## config.mk

```make
export PLATFORM = sky130hd
export DESIGN_NAME = pwm_fault_combiner
export DESIGN_NICKNAME = d
export VERILOG_FILES = /design/src/rtl/pfc_pkg.sv /design/src/rtl/pfc_regs.sv /design/src/rtl/pfc_sync.sv /design/src/rtl/pfc_combine.sv /design/src/rtl/pfc_fault_state.sv /design/src/rtl/pwm_fault_combiner.sv
export SDC_FILE = /design/constraint.sdc
export NUM_CORES = 1
export LEC_CHECK = 0
export CORE_ASPECT_RATIO = 0.6
export CORE_UTILIZATION = 27
export DETAILED_ROUTE_END_ITERATION = 10
export GPL_ROUTABILITY_DRIVEN = 1
export PLACE_DENSITY_LB_ADDON = 0.12
export SYNTH_ARGS = -nofsm -noshare
export SYNTH_HDL_FRONTEND = slang
export SYNTH_SLANG_ARGS = --single-unit
```

## constraint.sdc

```tcl
create_clock -name clk -period 3.1 [get_ports clk]
set_input_delay 0.93 -clock clk [delete_from_list [all_inputs] [get_ports clk]]
set_output_delay 0.93 -clock clk [all_outputs]
set_load 0.02 [all_outputs]
```

## src/rtl/pfc_pkg.sv

```systemverilog
package pfc_pkg;

    localparam int PFC_NPIN   = 4;
    localparam int PFC_NTRIG  = 8;
    localparam int PFC_DW     = 16;
    localparam int PFC_AW     = 3;
    localparam int PFC_CNT_W  = 16;
    localparam int PFC_POL_LO = 4;

    typedef enum logic [PFC_AW-1:0] {
        ADR_CTRL   = 3'd0,
        ADR_PINS   = 3'd1,
        ADR_TRIG   = 3'd2,
        ADR_MINPER = 3'd3,
        ADR_CMD    = 3'd4
    } pfc_addr_e;

    typedef struct packed {
        logic                 ext_en;
        logic                 latch_en;
        logic                 stretch_en;
        logic                 safe_a;
        logic                 safe_b;
        logic [PFC_NPIN-1:0]  pin_mask;
        logic [PFC_NPIN-1:0]  pin_pol;
        logic [PFC_NTRIG-1:0] trig_mask;
        logic [PFC_CNT_W-1:0] minper;
    } pfc_cfg_t;

    function automatic logic [PFC_NPIN-1:0] pfc_pin_level(
        input logic [PFC_NPIN-1:0] synced,
        input logic [PFC_NPIN-1:0] pol
    );
        return synced ^ pol;
    endfunction

    function automatic logic [PFC_CNT_W-1:0] pfc_stretch_load(
        input logic [PFC_CNT_W-1:0] minper
    );
        return (minper == '0) ? '0 : minper - 1'b1;
    endfunction

endpackage

```

## src/rtl/pfc_regs.sv

```systemverilog
module pfc_regs
    import pfc_pkg::*;
(
    input  logic              clk,
    input  logic              rst,
    input  logic              we,
    input  logic [PFC_AW-1:0] addr,
    input  logic [PFC_DW-1:0] wdata,
    output pfc_cfg_t          cfg,
    output logic              clr_fault,
    output logic              clr_irq
);
    localparam int CMD_FAULT_BIT = 0;
    localparam int CMD_IRQ_BIT   = 1;

    pfc_addr_e adr;
    assign adr = pfc_addr_e'(addr);

    always_ff @(posedge clk) begin
        if (rst) begin
            cfg <= '0;
        end else if (we) begin
            case (adr)
                ADR_CTRL: begin
                    cfg.ext_en     <= wdata[0];
                    cfg.latch_en   <= wdata[1];
                    cfg.stretch_en <= wdata[2];
                    cfg.safe_a     <= wdata[4];
                    cfg.safe_b     <= wdata[5];
                end
                ADR_PINS: begin
                    cfg.pin_mask <= wdata[PFC_NPIN-1:0];
                    cfg.pin_pol  <= wdata[PFC_POL_LO +: PFC_NPIN];
                end
                ADR_TRIG:   cfg.trig_mask <= wdata[PFC_NTRIG-1:0];
                ADR_MINPER: cfg.minper    <= wdata[PFC_CNT_W-1:0];
                default: ;
            endcase
        end
    end

    assign clr_fault = we && (adr == ADR_CMD) && wdata[CMD_FAULT_BIT];
    assign clr_irq   = we && (adr == ADR_CMD) && wdata[CMD_IRQ_BIT];

endmodule

```

## src/rtl/pfc_sync.sv

```systemverilog
module pfc_sync #(
    parameter int W      = 4,
    parameter int STAGES = 2
) (
    input  logic         clk,
    input  logic         rst,
    input  logic [W-1:0] d,
    output logic [W-1:0] q
);
    logic [W-1:0] stg [STAGES];

    always_ff @(posedge clk) begin
        if (rst) stg[0] <= '0;
        else     stg[0] <= d;
    end

    for (genvar i = 1; i < STAGES; i++) begin : g_stage
        always_ff @(posedge clk) begin
            if (rst) stg[i] <= '0;
            else     stg[i] <= stg[i-1];
        end
    end

    assign q = stg[STAGES-1];

endmodule

```

## src/rtl/pfc_combine.sv

```systemverilog
module pfc_combine
    import pfc_pkg::*;
(
    input  logic [PFC_NPIN-1:0]  pin_sync,
    input  logic [PFC_NTRIG-1:0] trig,
    input  pfc_cfg_t             cfg,
    output logic [PFC_NPIN-1:0]  pin_level,
    output logic                 raw_fault
);
    logic [PFC_NPIN-1:0]  pin_en;
    logic [PFC_NTRIG-1:0] trig_en;

    always_comb begin
        pin_level = pfc_pin_level(pin_sync, cfg.pin_pol);
        if (cfg.ext_en) begin
            pin_en  = cfg.pin_mask;
            trig_en = cfg.trig_mask;
        end else begin
            pin_en  = PFC_NPIN'(1);
            trig_en = '0;
        end
        raw_fault = (|(pin_level & pin_en)) | (|(trig & trig_en));
    end

endmodule

```

## src/rtl/pfc_fault_state.sv

```systemverilog
module pfc_fault_state
    import pfc_pkg::*;
(
    input  logic                 clk,
    input  logic                 rst,
    input  logic                 raw,
    input  logic                 latch_en,
    input  logic                 stretch_en,
    input  logic [PFC_CNT_W-1:0] minper,
    input  logic                 clr_fault,
    input  logic                 clr_irq,
    input  logic                 period_start,
    output logic                 fault_q,
    output logic                 irq_q,
    output logic                 force_safe
);
    logic                 latch_q, latch_n;
    logic [PFC_CNT_W-1:0] cnt_q;
    logic                 stretch, onset, fault_n, block_q;

    always_comb begin
        latch_n = latch_en & (raw | (latch_q & ~(clr_fault & ~raw)));
        stretch = stretch_en & (cnt_q != '0);
        fault_n = raw | stretch | latch_n;
        onset   = fault_n & ~fault_q;
    end

    always_ff @(posedge clk) begin
        if (rst) begin
            latch_q <= 1'b0;
            fault_q <= 1'b0;
            cnt_q   <= '0;
            irq_q   <= 1'b0;
            block_q <= 1'b0;
        end else begin
            latch_q <= latch_n;
            fault_q <= fault_n;
            if (raw && !fault_q)  cnt_q <= pfc_stretch_load(minper);
            else if (cnt_q != '0) cnt_q <= cnt_q - 1'b1;
            irq_q   <= onset | (irq_q & ~clr_irq);
            if (fault_q)           block_q <= 1'b1;
            else if (period_start) block_q <= 1'b0;
        end
    end

    assign force_safe = fault_q | block_q;

    p_latch_hold_r7: assert property (@(posedge clk) disable iff (rst)
        (latch_en && latch_q && raw) |=> fault_q);

    p_follow_live_r6: assert property (@(posedge clk) disable iff (rst)
        (!latch_en && !stretch_en && !raw) |=> !fault_q);

    p_min_stretch_r8: assert property (@(posedge clk) disable iff (rst)
        ($rose(fault_q) && stretch_en && minper >= 2) |=> fault_q);

    p_irq_on_rise_r11: assert property (@(posedge clk) disable iff (rst)
        $rose(fault_q) |-> irq_q);

    p_resume_gate_r10: assert property (@(posedge clk) disable iff (rst)
        $fell(fault_q) |-> force_safe);

endmodule

```

## src/rtl/pwm_fault_combiner.sv

```systemverilog
module pwm_fault_combiner
    import pfc_pkg::*;
#(
    parameter int SYNC_STAGES = 2
) (
    input  logic                 clk,
    input  logic                 rst,
    input  logic                 cfg_we,
    input  logic [PFC_AW-1:0]    cfg_addr,
    input  logic [PFC_DW-1:0]    cfg_wdata,
    input  logic [PFC_NPIN-1:0]  fault_pin,
    input  logic [PFC_NTRIG-1:0] dcmp_trig,
    input  logic                 period_start,
    input  logic                 pwm_a_in,
    input  logic                 pwm_b_in,
    output logic                 pwm_a_out,
    output logic                 pwm_b_out,
    output logic                 fault_active,
    output logic                 fault_irq
);
    pfc_cfg_t            cfg;
    logic                clr_fault, clr_irq;
    logic [PFC_NPIN-1:0] pin_sync, pin_level;
    logic                raw_fault, force_safe;

    pfc_regs u_regs (
        .clk(clk), .rst(rst), .we(cfg_we), .addr(cfg_addr), .wdata(cfg_wdata),
        .cfg(cfg), .clr_fault(clr_fault), .clr_irq(clr_irq)
    );

    pfc_sync #(.W(PFC_NPIN), .STAGES(SYNC_STAGES)) u_sync (
        .clk(clk), .rst(rst), .d(fault_pin), .q(pin_sync)
    );

    pfc_combine u_comb (
        .pin_sync(pin_sync), .trig(dcmp_trig), .cfg(cfg),
        .pin_level(pin_level), .raw_fault(raw_fault)
    );

    pfc_fault_state u_state (
        .clk(clk), .rst(rst), .raw(raw_fault),
        .latch_en(cfg.latch_en), .stretch_en(cfg.stretch_en), .minper(cfg.minper),
        .clr_fault(clr_fault), .clr_irq(clr_irq), .period_start(period_start),
        .fault_q(fault_active), .irq_q(fault_irq), .force_safe(force_safe)
    );

    assign pwm_a_out = force_safe ? cfg.safe_a : pwm_a_in;
    assign pwm_b_out = force_safe ? cfg.safe_b : pwm_b_in;

    p_safe_out_r9: assert property (@(posedge clk) disable iff (rst)
        fault_active |-> (pwm_a_out == cfg.safe_a && pwm_b_out == cfg.safe_b));

    p_legacy_pin0_r5: assert property (@(posedge clk) disable iff (rst)
        (!cfg.ext_en && !pin_level[0]) |-> !raw_fault);

    p_trig_path_r3: assert property (@(posedge clk) disable iff (rst)
        (cfg.ext_en && |(dcmp_trig & cfg.trig_mask)) |=> fault_active);

endmodule

```

# [Word-level counts from Yosys, hierarchy flattened]
# Memory sizes are Yosys's and may differ from the RTL's.
# Index checks and enable logic that the tools add are counted.
[word_totals] reg_bits=57 ram_bits=8 in_bits=37 output_inout_bits=4 n_memories=1
[memory_table] memory="u_sync.stg" words=2 width=4 rd=2 rd_clocked_by_memory_dff=0 wr=2 line="pfc_sync.sv:10" rtl="logic [W-1:0] stg [STAGES];"
[op_classes] add_sub_neg=2 n_eq_ne=4 muxes=14 bitwise_logic=21 n_reduce_logical=16
[ops] op="16-bit two-way mux" count=3
[ops] op="16-bit by 1-bit subtractor with 16-bit output, second input constant" count=2
[ops] op="16-bit logical NOT" count=1
[ops] op="16-bit nonzero test" count=1
[ops] op="4-bit two-way mux" count=3
[ops] op="8-bit AND" count=1
[ops] op="8-bit two-way mux" count=1
[ops] op="1-bit OR" count=8
[ops] op="2-bit AND reduction" count=4
[ops] op="8-bit OR reduction" count=1
[ops] op="1-bit two-way mux" count=7
[ops] op="1-bit AND" count=6
[ops] op="3-bit by 2-bit == test with 1-bit output, second input constant" count=2
[ops] op="4-bit AND" count=1
[ops] op="1-bit logical AND" count=4
[ops] op="1-bit inverter" count=4
[ops] op="2-bit nonzero test" count=2
[ops] op="4-bit OR reduction" count=1
[ops] op="4-bit bitwise XOR" count=1
[ops] op="3-bit by 1-bit == test with 1-bit output, second input constant" count=1
[ops] op="3-bit == test, second input constant" count=1
[ops] op="3-bit logical NOT" count=1
[ops] op="1-bit logical NOT" count=1

# [Depth between registers and ports, before layout]
# Gate-level depths: netlist (run 1).
[logic_depth] ltp_word=13 depth_mapped=9

# [By module]
# A second synthesis (run 1) with hierarchy kept.
[unflattened] cells_unflattened=333 hier_area_um2=3224.3
[by_module_without_submodules] module="pfc_regs" n_inst=1 cells_each=144 area_per_inst_um2=1566.5 seq_area_each_um2=740.7
[by_module_without_submodules] module="pfc_fault_state" n_inst=1 cells_each=159 area_per_inst_um2=1326.3 seq_area_each_um2=400.4
[by_module_without_submodules] module="pfc_sync" n_inst=1 cells_each=16 area_per_inst_um2=210.2 seq_area_each_um2=160.2
[by_module_without_submodules] module="pfc_combine" n_inst=1 cells_each=12 area_per_inst_um2=98.8 seq_area_each_um2=0.0
[by_module_without_submodules] module="pwm_fault_combiner" n_inst=1 cells_each=2 area_per_inst_um2=22.5 seq_area_each_um2=0.0

# [Least setup slack after synthesis (run 1)]
# OpenSTA, ideal clock, no wires.
[synth_timing] kind="input-to-reg" from="in dcmp_trig[1]" to="reg u_state.cnt_q[10]" setup_ns=0.070 arrival_time_ns=2.435 t_required_ns=3.030 slack_ns=0.595 path_stages=7 cell_sequence="a22oi_1 -> nand4_1 -> a2111oi_4 -> nor2_1 -> clkbuf_1 -> or3_1 -> a21oi_1"
[synth_between] elab_chain_len=5
[synth_rtl] item="start: declaration" line="pwm_fault_combiner.sv:12" rtl="input logic [PFC_NTRIG-1:0] dcmp_trig,"
[synth_rtl] item="8-bit AND (*)" line="pfc_combine.sv:22" rtl="raw_fault = (|(pin_level & pin_en)) | (|(trig & trig_en));"
[synth_rtl] item="8-bit OR reduction (*)" line="pfc_combine.sv:22"
[synth_rtl] item="1-bit OR (*)" line="pfc_combine.sv:22"
[synth_rtl] item="1-bit logical AND (*)" line="pfc_fault_state.sv:38" rtl="if (raw && !fault_q) cnt_q <= pfc_stretch_load(minper);"
[synth_rtl] item="16-bit two-way mux / 2-bit nonzero test (equally long branches)"
[synth_rtl] item="end signal: assignment" line="pfc_fault_state.sv:38"
[synth_rtl] item="end signal: assignment" line="pfc_fault_state.sv:39" rtl="else if (cnt_q != '0) cnt_q <= cnt_q - 1'b1;"
[synth_rtl] item="end: declaration" line="pfc_fault_state.sv:18" rtl="logic [PFC_CNT_W-1:0] cnt_q;"
# Every way passes the cells marked *; elsewhere a longest branch is shown, timed or not.
# A chain may end at the register's enable or synchronous reset.

# [Worst setup path after layout (run 1)]
[layout_timing] from="in pwm_a_in" to="out pwm_a_out"
[layout_between] elab_chain_len=1
[layout_rtl] item="start: declaration" line="pwm_fault_combiner.sv:14" rtl="input logic pwm_a_in,"
[layout_rtl] item="1-bit two-way mux" line="pwm_fault_combiner.sv:47" rtl="assign pwm_a_out = force_safe ? cfg.safe_a : pwm_a_in;"
[layout_rtl] item="end: declaration" line="pwm_fault_combiner.sv:16" rtl="output logic pwm_a_out,"
# Every way passes these cells.

==> results.py, run 1 <==
metrics = {
    "finish": {
        "stdcell_count": 564,
        "nets": 461,
        "area_growth_pct": 29.8,
        "drive_gt1_share_pct": 10.1,
        "final_area_sq_um": 3990,
        "antenna_cells": 0,
    },
    "yosys": {
        "ys_seq_area_share_pct": 42.3,
        "synth_ff_type": "dfxtp_1",
        "synth_area_sq_um": 3070,
        "synth_nets": 416,
        "synth_top_area_cell": "dfxtp_1",
        "synth.area.top_cells": "dfxtp_1 (42%), nand2_1 (9.8%), a21oi_1 (8.0%)",
        "synth.top_cell.area_share_pct": 42.3,
        "yosysUniqueCellTypes": 44,
        "ys_warn_count": 0,
        "synth_edf_count": 0,
        "syn_area_per_cell_sq_um": 8.20,
        "synthArstFlopShare_pct": 0,
        "netlist_instances": 375,
        "synth_seq_cells": 65,
    },
    "routing": {
        "wire_per_inst_microns": 14.2,
        "drc": 0,
        "via_count": 2619,
        "ant_nets": 0,
        "viasPerCell": 4.64,
        "wl_mm": 8.03,
        "dr.pass1.iters": 4,
        "drt_iter0_drc": 179,
    },
    "timing": {
        "setup_viol": 0,
        "setup_tns_ps": 0,
        "slew_headroom_pct": 54.1,
        "hold_violations": 0,
        "fin_crit_ps": 3050,
        "worst_clock_skew_ps": 6.62,
        "worst_pin_slew_ps": 683,
        "slew_violations": 0,
        "rsz0062_at_grt": "no",
        "fmax_ghz": 0.328,
        "min_period_over_period_pct": 98.4,
    },
    "pwr": {
        "ir_drop_mv": 0.260,
        "p_leak_nw": 1.44,
        "p_per_area_nw_per_um2": 793,
    },
    "setup_path": {
        "required_ps": 2170,
        "r2r_slack_ps": 600,
        "critPathKind": "input port to primary output",
        "arrival_ps": 2120,
        "critPathMaxFanout": 1,
        "startpoint_type": "input port",
        "endpoint_kind": "primary output",
    },
    "place": {
        "placed_cells": 548,
        "post_dp_cell_area_sq_um": 3660,
        "routabilityCongestion": 0.768,
        "dp_hpwl_mm": 6.02,
        "io_buffers": 40,
    },
    "clock_network": {
        "hold_buffers": 0,
        "cts_resized": 0,
        "worst_skew_pair.late_latency_ps": 340,
        "path_clk_slew_ps": 60,
        "cts_sinks": 65,
        "cts_tree": "done",
        "h-tree-depth": 3,
        "cts-buffers-inserted": 9,
        "ctsRootBufferMaster": "clkbuf_16",
        "clock_path_buffers": 2,
        "cts_setup_buffers": 0,
    },
    "global_route": {
        "grt_use_total_pct": 14.8,
        "grt_max_degree": 32,
        "grt_pass1_wl_mm": 13.4,
        "grt-busiest-layer": "met1",
        "grtUsageMet2_pct": 18.2,
        "grt_antenna_before_repair": 0,
        "grt_pass1_vias": 2530,
        "gr-total-overflow": 0,
        "met3_usage_pct": 5.65,
        "grtUsageMet1_pct": 23.0,
    },
    "floorplan": {
        "ios": 41,
        "die_width_microns": 140,
        "design.die.area_sq_um": 11800,
        "start_util_pct": 28.4,
        "rows": 29,
        "fp.dieH_microns": 84.7,
        "coreArea_sq_um": 10800,
    },
    "outcome": {
        "status": "finished, final reports clean",
    },
    "worst_hold_path": {
        "hp-class": "flop to flop",
    },
    "flow_run": {
        "max-cap-violations": 0,
    },
}
## cells in the mapped netlist (3+ instances only)
| library cell | n |
|---|---|
| mux2i_1 | 7 |
| clkbuf_1 | 16 |
| nand2_1 | 80 |
| or4_4 | 3 |
| and3_1 | 3 |
| a211o_1 | 3 |
| nand3b_1 | 3 |
| nand3_1 | 17 |
| dfxtp_1 | 65 |
| a22oi_1 | 4 |
| o31ai_1 | 3 |
| xor2_1 | 11 |
| nor2b_1 | 9 |
| xnor2_1 | 15 |
| or3_1 | 6 |
| nor3_1 | 5 |
| nor4_1 | 4 |
| a21oi_1 | 49 |
| nand4_1 | 4 |
| ha_1 | 4 |
| o21ai_0 | 3 |
| nor2_1 | 24 |
| a211oi_1 | 3 |
| inv_1 | 7 |
## cell usage in the layout, fill, tap and decap left out, types with 3 or more instances in the layout
cell type,n
a21oi_1,49
ha_1,4
nor2_1,24
nand3b_1,3
buf_4,12
o31ai_1,3
nand2_1,80
or3_1,6
mux2i_1,7
xnor2_1,15
nor4_1,4
nand4_1,4
a22oi_1,4
a211o_1,3
and3_1,3
nor2b_1,9
a211oi_1,3
dfxtp_1,65
or4_4,3
xor2_1,11
nor3_1,5
clkbuf_16,9
nand3_1,17
inv_1,7
clkdlybuf4s50_1,39
o21ai_0,3
## final timing paths
check / from / end / cells past startpoint
worst max-delay path: pwm_a_in / pwm_a_out / 3
worst min-delay path: u_sync.stg[0][1] / u_sync.stg[1][1] / 1
worst max register to register: u_regs.cfg[7] / u_state.cnt_q[3] / 5
worst min register to register: u_sync.stg[0][1] / u_sync.stg[1][1] / 1
## flip-flops by register name, summed over array words and instances (netlist names)
register	count
u_state.irq_q	1
u_state.block_q	1
u_regs.cfg	37
u_state.fault_q	1
u_sync.stg	8
u_state.cnt_q	16
u_state.latch_q	1
## metal layers
layer	up-vias	routed length (microns)
li1	1389	-
met1	1180	4740
met2	46	2880
met3	4	355
met4	0	57
met5	-	0
## metrics by stage
step	power (mW)	util (%)	hold slack [ps]	setup slack, ps
6_report	3.16	36.9	440	50.0
5_1_grt	3.37	36.9	460	27.9
4_1_cts	3.20	36.9	442	40.0
3_5_place_dp	2.06	33.9	427	2.52
3_3_place_gp	2.06	33.9	429	66.4
2_1_floorplan	1.79	-	414	595
## cells by family after synthesis
group	synth area share [%]
multiplexers	3.01
buffers and inverters	3.13
AND/OR/NAND/NOR	27.3
AO/OA/AOI/OAI	15.2
XOR/XNOR	7.41
adder cells (fa/ha/maj)	1.63
flip-flops	42.3
## cell type report
type / count / area [sq um]
clock buffers: 9 / 225
clock inverters: 7 / 103
fillers: 1109 / 6820
inverters: 7 / 26.3
multi-input cells: 285 / 1680
flip-flops and latches: 65 / 1300
well taps: 139 / 174
repair buffers: 52 / 485
## where the power goes
group          switching, mW  internal (mW)  leakage [nW]
clock network          0.403          0.712         0.157
registers              0.116          0.943         0.530
logic                  0.507          0.482         0.752
total                   1.03           2.14          1.44
## worst max-delay path, cell delays in order
cell and delay [ps]:
clkdlybuf4s50_1 400, mux2_2 260, clkdlybuf4s50_1 530
Power figures use the tool's default switching activity.
==> run 2: changes to the inputs <==
--- a/config.mk
+++ b/config.mk
@@ -12,4 +12,5 @@
 export PLACE_DENSITY_LB_ADDON = 0.12
 export SYNTH_ARGS = -nofsm -noshare
 export SYNTH_HDL_FRONTEND = slang
+export SYNTH_HIERARCHICAL = 1
 export SYNTH_SLANG_ARGS = --single-unit
==> run 2 against run 1 <==
  * Register-to-register slack improved by 230 ps
  * Flip-flop and latch count did not move
  * Count of clock-buffer cells in the layout up 3
  * Core utilization shrank 0.90 points
  * Global-route usage is 1.6 points lower
  * Sequential power about the same
  * Largest power group is now sequential cells
  * Critical path type unchanged
  * Critical endpoint unchanged
==> results.py, run 2 <==
metrics = {
    "outcome": {
        "status": "finished, final reports clean",
    },
    "setup_path": {
        "critPathKind": "input port to primary output",
        "endpoint_kind": "primary output",
        "crit_chain": "clkdlybuf4s50_1 -> mux2_2 -> clkdlybuf4s50_1",
        "r2r_slack_ps": 830,
        "r2r-end": "u_state/cnt_q[5]",
        "crit_slowest_cell": "clkdlybuf4s50_1",
        "cp_common_cell": "clkdlybuf4s50_1",
        "ff2ff_path_depth": 8,
        "startpoint_type": "input port",
        "r2r-start": "u_regs/cfg[0]",
        "required_ps": 2170,
        "slowest_delay_ps": 530,
        "arrival_ps": 2110,
        "critPathMaxFanout": 1,
    },
    "floorplan": {
        "coreArea_sq_um": 11400,
        "rows": 30,
        "ios": 41,
        "start_util_pct": 28.2,
        "fp.dieH_microns": 86.6,
        "design.die.area_sq_um": 12400,
        "die_width_microns": 143,
    },
    "yosys": {
        "synth.top_cell.area_share_pct": 40.4,
        "synth_edf_count": 0,
        "syn_area_per_cell_sq_um": 9.68,
        "ys_seq_area_share_pct": 40.4,
        "netlist_instances": 333,
        "synth_seq_cells": 65,
        "yosysUniqueCellTypes": 46,
        "synth_ff_type": "dfxtp_1",
        "synthArstFlopShare_pct": 0,
        "synth_area_sq_um": 3220,
        "ys_warn_count": 6,
        "synth.area.top_cells": "dfxtp_1 (40%), mux2i_1 (11%), nand2b_1 (11%)",
        "synth.most_common_cell": "dfxtp_1",
        "synth_nets": 373,
        "synth_top_area_cell": "dfxtp_1",
        "synth_top_cells_by_count": "dfxtp_1 (65), nand2b_1 (58), mux2i_1 (37)",
    },
    "routing": {
        "wl_met3_microns": 324,
        "wire_per_inst_microns": 13.8,
        "wl_met1_mm": 4.40,
        "drt_iter0_drc": 113,
        "met2WireLength_mm": 2.74,
        "drc": 0,
        "ant_nets": 0,
        "top_layer": "met4",
        "viasPerCell": 4.52,
        "wl_mm": 7.55,
        "via_count": 2466,
        "dr.pass1.iters": 4,
    },
    "global_route": {
        "gr-total-overflow": 0,
        "grt_use_total_pct": 13.3,
        "grt_antenna_before_repair": 0,
        "grt_pass1_wl_mm": 12.3,
        "grt_pass1_vias": 2374,
        "grt_max_degree": 38,
    },
    "timing": {
        "slew_headroom_pct": 55.9,
        "fin_crit_ps": 3040,
        "setup_tns_ps": 0,
        "rsz0062_at_grt": "no",
        "slew_violations": 0,
        "setup_viol": 0,
        "holdWs_ps": 436,
        "worst_clock_skew_ps": 5.36,
        "hold_violations": 0,
        "min_period_over_period_pct": 98.1,
        "fmax_ghz": 0.329,
        "worst_pin_slew_ps": 656,
    },
    "place": {
        "placed_cells": 530,
        "routabilityCongestion": 0.716,
        "post_dp_cell_area_sq_um": 3830,
        "dp_hpwl_mm": 5.61,
        "io_buffers": 40,
    },
    "finish": {
        "nFillCells": 1176,
        "nets": 421,
        "final_area_sq_um": 4120,
        "area_growth_pct": 27.9,
        "final_common_cell": "dfxtp_1",
        "drive_gt1_share_pct": 10.4,
        "largest_registers": "u_regs/cfg: 37 flops, u_state/cnt_q: 16 flops, u_sync/stg: 8 flops",
        "regArea_sq_um": 1300,
        "mostFrequentLayoutCells": "dfxtp_1 (65), nand2b_1 (58), clkdlybuf4s50_1 (39)",
        "largest_reg_flops": 37,
        "top_register": "u_regs/cfg",
        "stdcell_count": 545,
        "multi_input_area_sq_um": 1820,
        "antenna_cells": 0,
    },
    "worst_hold_path": {
        "hold_start": "u_sync/stg[0][0]",
        "min_to": "u_sync/stg[1][0]",
        "holdPathStages": 1,
        "hp-class": "flop to flop",
    },
    "clock_network": {
        "cts-buffers-inserted": 9,
        "cts_sinks": 65,
        "cts_resized": 0,
        "worst_skew_pair.late_latency_ps": 330,
        "cts_setup_buffers": 0,
        "ctsRootBufferMaster": "clkbuf_16",
        "h-tree-depth": 3,
        "clock_path_buffers": 2,
        "cts_tree": "done",
        "path_clk_slew_ps": 50,
        "hold_buffers": 0,
    },
    "pwr": {
        "p_per_area_nw_per_um2": 692,
        "p_comb_share_pct": 27.9,
        "p_leak_nw": 1.67,
        "p_int_mw": 1.99,
        "netSwitchingFraction_pct": 30.1,
        "switchingPower_mw": 0.860,
        "power_frac_seq_pct": 36.6,
        "ir_drop_mv": 0.289,
        "clkPwrFrac_pct": 35.5,
        "report.power.total_mw": 2.85,
    },
    "flow_run": {
        "max-cap-violations": 0,
    },
}
==> run 2: cell count changes after synthesis, moves of 4 or more <==
cell	before	now
xor2_1	11	18
nand2_1	80	8
xnor2_1	15	11
nand2b_1	2	58
a21oi_1	49	4
o22ai_1	1	8
mux2i_1	7	37
or3_1	6	1
nor3_1	5	12
nand3_1	17	2
clkbuf_1	16	8
==> run 2: per-layer routing <==
layer	up-vias	global-route usage, %
met3	9	4.31
met5	-	0
li1	1273	-
met4	0	4.11
met2	51	17.3
met1	1133	19.9
==> run 2: worst max-delay path: cells and delay by family <==
family	cells	cell delay, ps
mux	1	250
buf+inv	2	920
==> run 2: power by group through the flow <==
stage               clock network [mW]  logic, mW  registers (mW)
floorplan                            0      0.607            1.04
global placement                     0      0.799            1.06
detailed placement                   0      0.793            1.06
CTS                               1.04      0.799            1.04
global route                      1.07      0.894            1.06
finish                            1.01      0.797            1.04
==> run 2: logic make-up after synthesis <==
group | synth area share, %
XOR/XNOR | 7.88
AND/OR/NAND/NOR | 26.7
buffers and inverters | 3.30
adder cells (fa/ha/maj) | 1.16
flip-flops | 40.4
multiplexers | 12.2
AO/OA/AOI/OAI | 8.46
==> run 2: final cells by class <==
type	count	area share, %
repair buffers	52	11.8
clock buffers	12	6.22
well taps	160	4.86
flip-flops and latches	65	31.6
multi-input cells	247	44.1
inverters	6	0.546
clock inverters	3	0.971
==> run 2: stage by stage <==
step                setup WS [ps]  utilization [%]
detailed placement           48.5             33.4
global route                 5.88             36.0
global placement             62.3             33.4
CTS                          54.7             36.0
finish                       58.9             36.0
floorplan                     463                -
==> run 2: how the worst max path moves through the flow <==
stage	from	endpoint	slack (ps)
global route	pwm_a_in	pwm_a_out	6
global placement	pwm_a_in	pwm_a_out	60
detailed placement	dcmp_trig[2]	u_state/cnt_q[5]	50
CTS	pwm_a_in	pwm_a_out	50
floorplan	dcmp_trig[2]	u_state/cnt_q[13]	460
finish	pwm_a_in	pwm_a_out	60
